===== config.mk =====
export PLATFORM = sky130hd
export DESIGN_NAME = disk_rot_tracker
export DESIGN_NICKNAME = d
export VERILOG_FILES = /design/src/rtl/drt_pkg.sv /design/src/rtl/drt_prescaler.sv /design/src/rtl/drt_position.sv /design/src/rtl/drt_arrival.sv /design/src/rtl/disk_rot_tracker.sv
export SDC_FILE = /design/constraint.sdc
export NUM_CORES = 1
export LEC_CHECK = 0
export ABC_CLOCK_PERIOD_IN_PS = 12200
export BUFFER_PORTS_ARGS = -buffer_cell sky130_fd_sc_hd__buf_2
export CORE_ASPECT_RATIO = 1.1
export CORE_MARGIN = 2
export CORE_UTILIZATION = 30
export CTS_CLUSTER_DIAMETER = 80
export CTS_CLUSTER_SIZE = 24
export DETAILED_ROUTE_END_ITERATION = 6
export PLACE_DENSITY = 0.5
export SLEW_MARGIN = 25
export SYNTH_ARGS = -nofsm -noshare
export SYNTH_HDL_FRONTEND = slang
export SYNTH_HIERARCHICAL = 1
export SYNTH_SLANG_ARGS = --single-unit

===== constraint.sdc =====
create_clock -name clk -period 12.2 [get_ports clk]
set_input_delay 1.83 -clock clk [delete_from_list [all_inputs] [get_ports clk]]
set_output_delay 1.83 -clock clk [all_outputs]
set_load 0.005 [all_outputs]

===== src/rtl/drt_pkg.sv =====
package drt_pkg;
  localparam int unsigned DRT_WORD_BITS = 11;
  localparam int unsigned DRT_PER_W     = 16;
  localparam int unsigned DRT_PCELL_WIN = 6;
endpackage


===== src/rtl/drt_prescaler.sv =====
module drt_prescaler #(
  parameter int unsigned PER_W = 16
) (
  input  logic             clk,
  input  logic             rst_n,
  input  logic [PER_W-1:0] period_i,
  output logic [PER_W-1:0] per_o,
  output logic             tick_o
);
  logic             init_q, init_d;
  logic [PER_W-1:0] per_q, per_d;
  logic [PER_W-1:0] cnt_q, cnt_d;
  logic             last;

  assign last   = (cnt_q == per_q - PER_W'(1));
  assign tick_o = !init_q && last;
  assign per_o  = per_q;

  always_comb begin
    init_d = 1'b0;
    per_d  = per_q;
    cnt_d  = cnt_q;
    if (init_q) begin
      per_d = period_i;
      cnt_d = '0;
    end else if (last) begin
      cnt_d = '0;
    end else begin
      cnt_d = cnt_q + PER_W'(1);
    end
  end

  always_ff @(posedge clk or negedge rst_n) begin
    if (!rst_n) begin
      init_q <= 1'b1;
      per_q  <= '0;
      cnt_q  <= '0;
    end else begin
      init_q <= init_d;
      per_q  <= per_d;
      cnt_q  <= cnt_d;
    end
  end

  // a zero period is illegal when it is captured
  p_period_nonzero_r3: assert property (@(posedge clk) disable iff (!rst_n)
    init_q |-> (period_i != '0));
  // once captured, the period never changes
  p_period_hold_r3: assert property (@(posedge clk) disable iff (!rst_n)
    !init_q |=> $stable(per_q));
  // the prescaler stays inside one period
  p_cnt_bound_r2: assert property (@(posedge clk) disable iff (!rst_n)
    !init_q |-> (cnt_q < per_q));
endmodule


===== src/rtl/drt_position.sv =====
module drt_position #(
  parameter int unsigned WORD_BITS = 11,
  parameter int unsigned PCELL_WIN = 6
) (
  input  logic                 clk,
  input  logic                 rst_n,
  input  logic                 tick_i,
  output logic [WORD_BITS-1:0] pos_o,
  output logic [WORD_BITS-1:0] pos_next_o,
  output logic                 pcell_o
);
  localparam logic [WORD_BITS-1:0] WIN = WORD_BITS'(PCELL_WIN);

  logic [WORD_BITS-1:0] pos_q, pos_d;
  logic                 pcell_q, pcell_d;

  assign pos_next_o = pos_q + WORD_BITS'(1);
  assign pos_o      = pos_q;
  assign pcell_o    = pcell_q;

  always_comb begin
    pos_d   = pos_q;
    pcell_d = pcell_q;
    if (tick_i) begin
      pos_d   = pos_next_o;
      pcell_d = (pos_next_o < WIN);
    end
  end

  always_ff @(posedge clk or negedge rst_n) begin
    if (!rst_n) begin
      pos_q   <= '0;
      pcell_q <= 1'b1;
    end else begin
      pos_q   <= pos_d;
      pcell_q <= pcell_d;
    end
  end

  // one step per period tick, wrapping at the track end
  p_pos_step_r2: assert property (@(posedge clk) disable iff (!rst_n)
    tick_i |=> (pos_q == WORD_BITS'($past(pos_q) + WORD_BITS'(1))));
  p_pos_hold_r2: assert property (@(posedge clk) disable iff (!rst_n)
    !tick_i |=> $stable(pos_q));
  // the index bit tracks the window every cycle
  p_pcell_window_r4: assert property (@(posedge clk) disable iff (!rst_n)
    pcell_q == (pos_q < WIN));
endmodule


===== src/rtl/drt_arrival.sv =====
module drt_arrival #(
  parameter int unsigned WORD_BITS = 11,
  parameter int unsigned PER_W     = 16
) (
  input  logic                       clk,
  input  logic                       rst_n,
  input  logic                       tick_i,
  input  logic [WORD_BITS-1:0]       pos_i,
  input  logic [WORD_BITS-1:0]       pos_next_i,
  input  logic [PER_W-1:0]           per_i,
  input  logic [WORD_BITS-1:0]       target_i,
  input  logic                       start_i,
  output logic                       match_o,
  output logic [WORD_BITS+PER_W-1:0] wait_o,
  output logic                       ready_o
);
  localparam int unsigned WAIT_W = WORD_BITS + PER_W;

  logic [WORD_BITS-1:0] delta;
  logic                 armed_q, armed_d;
  logic [WORD_BITS-1:0] tgt_q, tgt_d;
  logic                 ready_q, ready_d;

  // modular distance: the subtraction wraps at the track length
  assign delta   = target_i - pos_i;
  assign wait_o  = WAIT_W'(delta) * WAIT_W'(per_i);
  assign match_o = (target_i == pos_i);
  assign ready_o = ready_q;

  always_comb begin
    armed_d = armed_q;
    tgt_d   = tgt_q;
    ready_d = 1'b0;
    if (start_i) begin
      armed_d = 1'b1;
      tgt_d   = target_i;
    end else if (armed_q && tick_i && (pos_next_i == tgt_q)) begin
      armed_d = 1'b0;
      ready_d = 1'b1;
    end
  end

  always_ff @(posedge clk or negedge rst_n) begin
    if (!rst_n) begin
      armed_q <= 1'b0;
      tgt_q   <= '0;
      ready_q <= 1'b0;
    end else begin
      armed_q <= armed_d;
      tgt_q   <= tgt_d;
      ready_q <= ready_d;
    end
  end

  // the pulse only appears with the armed word under the heads
  p_ready_at_target_r7: assert property (@(posedge clk) disable iff (!rst_n)
    ready_q |-> (pos_i == tgt_q));
  // the pulse lasts a single cycle
  p_ready_single_r8: assert property (@(posedge clk) disable iff (!rst_n)
    ready_q |=> !ready_q);
endmodule


===== src/rtl/disk_rot_tracker.sv =====
module disk_rot_tracker
  import drt_pkg::*;
#(
  parameter int unsigned WORD_BITS = DRT_WORD_BITS,
  parameter int unsigned PER_W     = DRT_PER_W,
  parameter int unsigned PCELL_WIN = DRT_PCELL_WIN
) (
  input  logic                       clk,
  input  logic                       rst_n,
  input  logic [PER_W-1:0]           period_i,
  input  logic [WORD_BITS-1:0]       target_i,
  input  logic                       start_i,
  output logic [WORD_BITS-1:0]       pos_o,
  output logic                       pcell_o,
  output logic                       match_o,
  output logic [WORD_BITS+PER_W-1:0] wait_o,
  output logic                       ready_o
);
  logic [PER_W-1:0]     per;
  logic                 tick;
  logic [WORD_BITS-1:0] pos_next;

  drt_prescaler #(.PER_W(PER_W)) u_pre (
    .clk      (clk),
    .rst_n    (rst_n),
    .period_i (period_i),
    .per_o    (per),
    .tick_o   (tick)
  );

  drt_position #(.WORD_BITS(WORD_BITS), .PCELL_WIN(PCELL_WIN)) u_pos (
    .clk        (clk),
    .rst_n      (rst_n),
    .tick_i     (tick),
    .pos_o      (pos_o),
    .pos_next_o (pos_next),
    .pcell_o    (pcell_o)
  );

  drt_arrival #(.WORD_BITS(WORD_BITS), .PER_W(PER_W)) u_arr (
    .clk        (clk),
    .rst_n      (rst_n),
    .tick_i     (tick),
    .pos_i      (pos_o),
    .pos_next_i (pos_next),
    .per_i      (per),
    .target_i   (target_i),
    .start_i    (start_i),
    .match_o    (match_o),
    .wait_o     (wait_o),
    .ready_o    (ready_o)
  );
endmodule


After elaboration in Yosys (flattened, before gate mapping)
Cells that the tools add are included.

word-level totals
  bits in registers = 58
  input port bits = 30
  output and inout bits = 41
  logic and storage cells = 28

cells by class
  add/sub/neg operators = 4
  multipliers = 1
  magnitude comparators = 1
  equal/unequal tests = 3
  mux-type cells = 6
  reduce and logical (&&, ||, !) cells = 5

operators with widths
  operator                                                               number
  16-bit two-way mux                                                     2
  11-bit by 16-bit multiplier with 27-bit output                         1
  11-bit == test                                                         2
  16-bit by 1-bit adder with 16-bit output, second input constant        1
  16-bit == test                                                         1
  16-bit by 1-bit subtractor with 16-bit output, second input constant   1
  11-bit by 1-bit adder with 11-bit output, second input constant        1
  11-bit by 3-bit < comparator with 1-bit output, second input constant  1
  11-bit subtractor                                                      1
  1-bit two-way mux                                                      4
  1-bit logical AND                                                      3
  2-bit nonzero test                                                     1
  1-bit zero test                                                        1

Longest topological paths before layout
Gate-level depths: netlist of the first run.

  word-level depth = 7
  gate-level depth with buffers = 29
  mapped depth without buffers = 28

Modules after synthesis
Netlist of the first run, hierarchy kept.

by module, submodules not included
  module         instances  cells each  area each (sq um)  seq. area each (sq um)
  drt_arrival    1          803         6794.0             325.3
  drt_prescaler  1          194         2005.7             827.0
  drt_position   1          86          809.5              301.5

Worst setup path after synthesis of the first run
No wires, ideal clock.

  kind = input to output
  start point = input target_i[0]
  end point = output wait_o[25]
  data arrival time = 7.978 ns
  data required time = 10.370 ns
  path slack = 2.392 ns
  cell stages on the path = 27
  buffers on the path = 1
  cells stage by stage = inv_1 ha_1 inv_1 fa_1 a21o_1 a21oi_2 nor2b_1 o21a_1 o41a_1 xor2_1 buf_6 and2_1 fa_1 fa_1 fa_1 fa_1 inv_1 fa_1 inv_1 ha_1 nand4_1 o221ai_1 nor2b_1 a21oi_1 nand4_1 a41oi_1 xor2_1

between the ends
  longest elaborated chain between the ends = 2

RTL lines
  element                                         line                    source
  start, declared                                 disk_rot_tracker.sv:11  input logic [WORD_BITS-1:0] target_i,
  11-bit subtractor                               drt_arrival.sv:25       assign delta = target_i - pos_i;
  11-bit by 16-bit multiplier with 27-bit output  drt_arrival.sv:26       assign wait_o = WAIT_W'(delta) * WAIT_W'(per_i);
  end, declared                                   disk_rot_tracker.sv:16  output logic [WORD_BITS+PER_W-1:0] wait_o,

No other way between the ends.

Worst setup path after layout of the first run
Same ends and word-level chain as after synthesis.

==> reports/metrics.cfg, run 1 <==
[drt]
wl_met2_mm=10.5
ant_nets=0
highest-signal-layer=met4
m1WireLength_mm=11.4
post_drt_via_cell_ratio=4.61
totalWireLength_mm=22.8
wl_met3_um=731
routed_length_per_instance_um=14.8
detail_route.iter0.violations=361
detail_route.first_pass.iterations=5
drc_errors=0
num_vias=7124

[clocking]
holdBufCountCts=0
tritoncts=yes
postCtsResizedCells=0
tritoncts.num_buffers=9
cts-root-to-sink-buffers=2
cts_num_sinks=58
cts.htree.levels=3
clkSlewWorstSetupHoldPaths_ps=50
insertion_delay_ps=330
cts_setup_buffers=0
ctsRootBufferMaster=clkbuf_16

[sta]
rsz0062_at_grt=false
final_hold_viol_count=0
max_freq_mhz=95.4
final_max_slew_viol_count=0
final_skew_ps=8.79
setup_violations=0
relative_slew_slack_pct=46.4
finalCriticalPeriod_ps=10480
tns_ps=0
timing_worst_slew_pin_value_ps=804
period_share_pct=85.9

[global_route]
maximum_number_of_pins_on_one_net_before_global_route_repair=59
antenna_violations_before_repair=0
number_of_global_route_vias_before_repair=7427
grt_overflow_total=0
groute.usage.overall_pct=14.0
grt_first_pass_wirelength_mm=38.0

[hold_path]
hold_start=u_arr/armed_q$_DFFE_PN0P_
worstHoldEndpoint=u_arr/armed_q$_DFFE_PN0P_
worst_hold_path.num_cells=2
holdCritPathClass=reg -> reg

[cells_and_area]
antenna-diode-count=0
layout-area-overhead-vs-synth_pct=10.2
fillers=3348
post-route-util_pct=33.6
layout_cell_share_with_drive_strength_beyond_1_pct=12.7
layout_nets=1356

[setup_path]
worst_path_max_delay_cell=fa_1
r2r_start=u_pre/per_o[0]$_DFFE_PN0P_
end_kind=output pin
worstPathMaxFanout=16
crit_required_ps=10370
critical_path.reg2reg.endpoint=u_arr/armed_q$_DFFE_PN0P_
r2r_cells=15
slowest_delay_ps=540
reg2reg_setup_slack_ps=8390
path_class=in -> out
timing.critical_path.arrival_ps=8650
startpoint_type=input port
cp_common_cell=fa_1

[logic_synthesis]
synthesis.instances=1083
synth_fp_nets=1317
synth.distinct_cells=69
ys_top_cells_by_count=170 x inv_1, 130 x nand2_1, 126 x fa_1
netlist_area_um2=9610
synth_sequential_area_ratio_pct=15.1
synth_edf_count=0
synth_async_sr_flop_share_pct=100
ys_flop_type=dfrtp_1
yosys.cell_count.top_type=inv_1
synthesis.area_per_instance_um2=8.87
ys.warnings.count=6
fraction_of_synthesized_cell_area_taken_by_the_top_area_cell_type_pct=26.3
synth_top_area_cell=fa_1
largest_cells_by_area_after_synthesis=fa_1 26%, dfrtp_1 15%, ha_1 10%, inv_1 6.6%, nand2_1 5.1%
synth_seq_cells=58

[die]
chipHeight_um=192
i_o_pin_count=71
core.rowCount=68
die_width_um=175
start_util_pct=30.5
floorplan.die_area_um2=33500
placeableCoreArea_um2=31500

[place]
gp_congestion=0.787
port_buffers=70
hpwlAfterDp_mm=18.0

[flow_run]
drv.max_cap_violation_count=0

[outcome]
result_of_the_run=complete, no violations

==> final cells by class <==
| cell class | count | area [um2] | area share, % |
|---|---|---|---|
| tap | 420 | 526 | 4.96 |
| sequential | 58 | 1450 | 13.7 |
| timing repair buffer | 81 | 433 | 4.09 |
| inverter | 170 | 638 | 6.02 |
| multi-input combinational | 802 | 7280 | 68.7 |
| clock inverter | 3 | 15.0 | 0.142 |
| clock buffer | 13 | 250 | 2.36 |
==> worst max-delay path, delay by kind of cell <==
| family | cells | cell delay (ps) |
|---|---|---|
| fa+ha+maj | 8 | 3510 |
| simple gates | 5 | 690 |
| buf+inv | 8 | 730 |
| compound gates | 7 | 1550 |
| xor+xnor | 2 | 310 |
==> worst max path at each step <==
stage | start | to
floorplan | target_i[0] | wait_o[25]
global placement | target_i[0] | wait_o[25]
detailed placement | target_i[0] | wait_o[25]
CTS | target_i[0] | wait_o[25]
global route | target_i[1] | wait_o[25]
finish | target_i[0] | wait_o[25]
==> flip-flops by register name, summed over array words and instances, names as in the netlist <==
| register | count |
|---|---|
| u_arr/armed_q | 1 |
| u_arr/ready_o | 1 |
| u_arr/tgt_q | 11 |
| u_pos/pcell_o | 1 |
| u_pos/pos_o | 11 |
| u_pre/cnt_q | 16 |
| u_pre/init_q | 1 |
| u_pre/per_o | 16 |
==> placed cells by master (no fill, tap or decap), drive strengths merged, types with 12 or more instances in the layout <==
| cell | n |
|---|---|
| inv | 170 |
| nand2 | 130 |
| fa | 126 |
| buf | 81 |
| ha | 78 |
| and2 | 73 |
| dfrtp | 56 |
| xnor2 | 55 |
| xor2 | 39 |
| nor2 | 37 |
| a21oi | 36 |
| nor3 | 35 |
| mux2 | 25 |
| o21ai | 25 |
| nand4 | 19 |
| nor2b | 18 |
| nand3 | 17 |
| a21o | 13 |
| clkbuf | 13 |
| nand2b | 12 |
==> cells by family (layout without fill, tap and decap cells) <==
logic type	Yosys count	after routing	synth area share (%)
simple gates	369	369	20.5
buf+inv	223	267	9.15
fa+ha+maj	205	205	36.5
compound gates	106	106	6.94
xor+xnor	94	94	8.57
flops	58	58	15.1
mux	27	27	3.14
other cells	1	1	0.0390
==> metrics by stage <==
step | instance area [um2] | instances | setup slack (ps) | hold WS, ps
6_report | 10600 | 1547 | 1720 | 515
5_1_grt | 10600 | 1547 | 1160 | 545
3_5_place_dp | 10300 | 1531 | 1720 | 502
2_1_floorplan | 9610 | 1083 | 2390 | 467
3_3_place_gp | 10300 | 1531 | 1780 | 488
4_1_cts | 10600 | 1547 | 1710 | 514
==> layer usage <==
metal	vias to the layer above	track usage [%]
li1	3515	-
met1	3514	19.0
met2	81	23.7
met3	14	2.04
met4	0	2.79
met5	-	0
Power of run 1 is left out: the tool's default activity adds up to more than one toggle a clock period on the data nets, which glitch-free logic cannot reach.
==> run 2: changes to the inputs <==
--- a/config.mk
+++ b/config.mk
@@ -5,15 +5,17 @@
 export SDC_FILE = /design/constraint.sdc
 export NUM_CORES = 1
 export LEC_CHECK = 0
-export ABC_CLOCK_PERIOD_IN_PS = 12200
+export ABC_CLOCK_PERIOD_IN_PS = 9300
 export BUFFER_PORTS_ARGS = -buffer_cell sky130_fd_sc_hd__buf_2
+export CELL_PAD_IN_SITES_DETAIL_PLACEMENT = 1
+export CELL_PAD_IN_SITES_GLOBAL_PLACEMENT = 2
 export CORE_ASPECT_RATIO = 1.1
 export CORE_MARGIN = 2
 export CORE_UTILIZATION = 30
 export CTS_CLUSTER_DIAMETER = 80
 export CTS_CLUSTER_SIZE = 24
 export DETAILED_ROUTE_END_ITERATION = 6
-export PLACE_DENSITY = 0.5
+export PLACE_DENSITY_LB_ADDON = 0.1
 export SLEW_MARGIN = 25
 export SYNTH_ARGS = -nofsm -noshare
 export SYNTH_HDL_FRONTEND = slang
==> constraint.sdc (replaced) <==
create_clock -name clk -period 9.3 [get_ports clk]
set_input_delay 1.395 -clock clk [delete_from_list [all_inputs] [get_ports clk]]
set_output_delay 1.395 -clock clk [all_outputs]
set_load 0.005 [all_outputs]
==> run 2 against run 1 <==
Critical path depth grew 1. Count of clock-buffer cells in the layout shrank 1. Die area is the same. Worst hold slack lost 8.6 ps. Clock skew shrank 1.8 ps. Flip-flop and latch count is the same. Final area grew 7.2%. Global-route usage grew 2.1 points. First-iteration DRC count shrank 32%. Via count grew 4.2%. Setup slack lost 1400 ps. Non-clock buffer count grew 41.
==> reports/metrics.cfg, run 2 (synthesized netlist as in run 1, its figures left out) <==
[outcome]
result_of_the_run=complete, no violations

[cells_and_area]
layout-area-overhead-vs-synth_pct=18.2
finish.instance_area_um2=11400
layout_cell_share_with_drive_strength_beyond_1_pct=20.6
layout_commonest_cell=inv_1
mostFrequentLayoutCells=166 x inv_1, 123 x nand2_1, 122 x fa_1, 70 x and2_1, 69 x buf_2
antenna-diode-count=0
layout_nets=1397

[clocking]
insertion_delay_ps=340
cts_num_sinks=58
holdBufCountCts=0
tritoncts=yes
ctsRootBufferMaster=clkbuf_16
tritoncts.num_buffers=9
cts.htree.levels=3
clkSlewWorstSetupHoldPaths_ps=50
cts-root-to-sink-buffers=2

[setup_path]
cpLargestDelayFamily=adder cells
startpoint_type=input port
crit_required_ps=7910
path_class=in -> out
timing.critical_path.arrival_ps=7620
slowest_delay_ps=540
end_kind=output pin
critical_path.reg2reg.endpoint=u_arr/armed_q$_DFFE_PN0P_
cp_num_buf_inv=10
cp_common_cell=fa_1
worst_path_max_delay_cell=fa_1
r2r_cells=15
worstPathMaxFanout=8
reg2reg_setup_slack_ps=5280
r2r_start=u_pre/per_o[0]$_DFFE_PN0P_

[global_route]
grt_overflow_total=0
number_of_global_route_vias_before_repair=8143
maximum_number_of_pins_on_one_net_before_global_route_repair=59
groute.usage.overall_pct=16.1
grt_first_pass_wirelength_mm=43.2
antenna_violations_before_repair=0

[die]
chipHeight_um=192
die_width_um=175
placeableCoreArea_um2=31500
start_util_pct=30.5
core.rowCount=68
floorplan.die_area_um2=33500
i_o_pin_count=71

[drt]
ant_nets=0
post_drt_via_cell_ratio=4.67
routed_length_per_instance_um=16.2
drc_errors=0
totalWireLength_mm=25.7
num_vias=7422
detail_route.iter0.violations=246
detail_route.first_pass.iterations=4

[place]
port_buffers=70
dpl_cell_area_um2=10600
hpwlAfterDp_mm=20.5
gp_congestion=0.725

[sta]
period_share_pct=96.9
final_skew_ps=6.95
max_freq_mhz=111
setup_violations=0
relative_slew_slack_pct=35.3
timing_worst_slew_pin_value_ps=964
finalCriticalPeriod_ps=9010
final_max_slew_viol_count=0
final_hold_viol_count=0
rsz0062_at_grt=true

[hold_path]
worst_hold_path.num_cells=2
hold_start=u_arr/armed_q$_DFFE_PN0P_
worstHoldEndpoint=u_arr/armed_q$_DFFE_PN0P_
holdCritPathClass=reg -> reg

[flow_run]
drv.max_cap_violation_count=0

## run 2: changes by cell type in the layout (fill, tap and decap cells not counted), moves of 4 or more
cell / previous run / this run
a21oi_1: 35 / 26
a21oi_2: 1 / 9
buf_4: 11 / 49
fa_1: 126 / 122
fa_2: 0 / 4
ha_1: 78 / 68
ha_4: 0 / 10
inv_1: 170 / 166
nand2_1: 130 / 123
nand2_2: 0 / 6
nor2_1: 37 / 33
o21ai_0: 24 / 19
## run 2: per-stage QoR
step                      utilization, %  TNS (ps)  cells  worst slack (ps)  hold WS [ps]
after global routing                36.1      -132   1588             -53.6           537
after CTS                           35.2     -2.59   1585             -2.59           516
final                               36.1         0   1588               289           506
after global placement              33.8      -402   1568              -133           491
after detailed placement            33.8     -1070   1568              -252           503
after floorplan                        -         0   1083               362           467
## run 2: worst max path at each step
stage                      from          to  slack [ps]  cells past startpoint
global route        target_i[0]  wait_o[21]         -50                     30
floorplan           target_i[0]  wait_o[25]         360                     27
global placement    target_i[0]  wait_o[25]        -130                     29
CTS                 target_i[0]  wait_o[26]          -3                     29
detailed placement  target_i[0]  wait_o[26]        -250                     31
finish              target_i[0]  wait_o[26]         290                     31
## run 2: metal layers
| layer | vias to the layer above | track usage (%) | share of wire (%) | wire (um) |
|---|---|---|---|---|
| met3 | 12 | 1.31 | 1.6 | 416 |
| met1 | 3738 | 22.2 | 50 | 12900 |
| met5 | - | 0 | 0 | 0 |
| li1 | 3601 | - | - | - |
| met4 | 0 | 3.21 | 0.80 | 206 |
| met2 | 71 | 27.7 | 47 | 12100 |
## run 2: final cells by class
cell class / count / area [um2]
fill: 3736 / 20100
multi-input combinational: 802 / 7590
sequential: 58 / 1450
timing repair buffer: 122 / 788
inverter: 170 / 643
tap: 420 / 526
clock buffer: 12 / 256
clock inverter: 4 / 97.6
## run 2: repair_timing
| action | 4_1_cts | 5_1_grt |
|---|---|---|
| setup buffers | 1 | 3 |
| pin swaps | 3 | 55 |
| resized for setup | 12 | 61 |
| endpoints found under the setup margin | 7 | 15 |
## run 2: tightest hold or removal path, cell delays in order (launching register included)
cell and delay [ps]:
dfrtp_1 350, nor2_1 50, nor2_1 70
Power of run 2 is left out for the same reason.
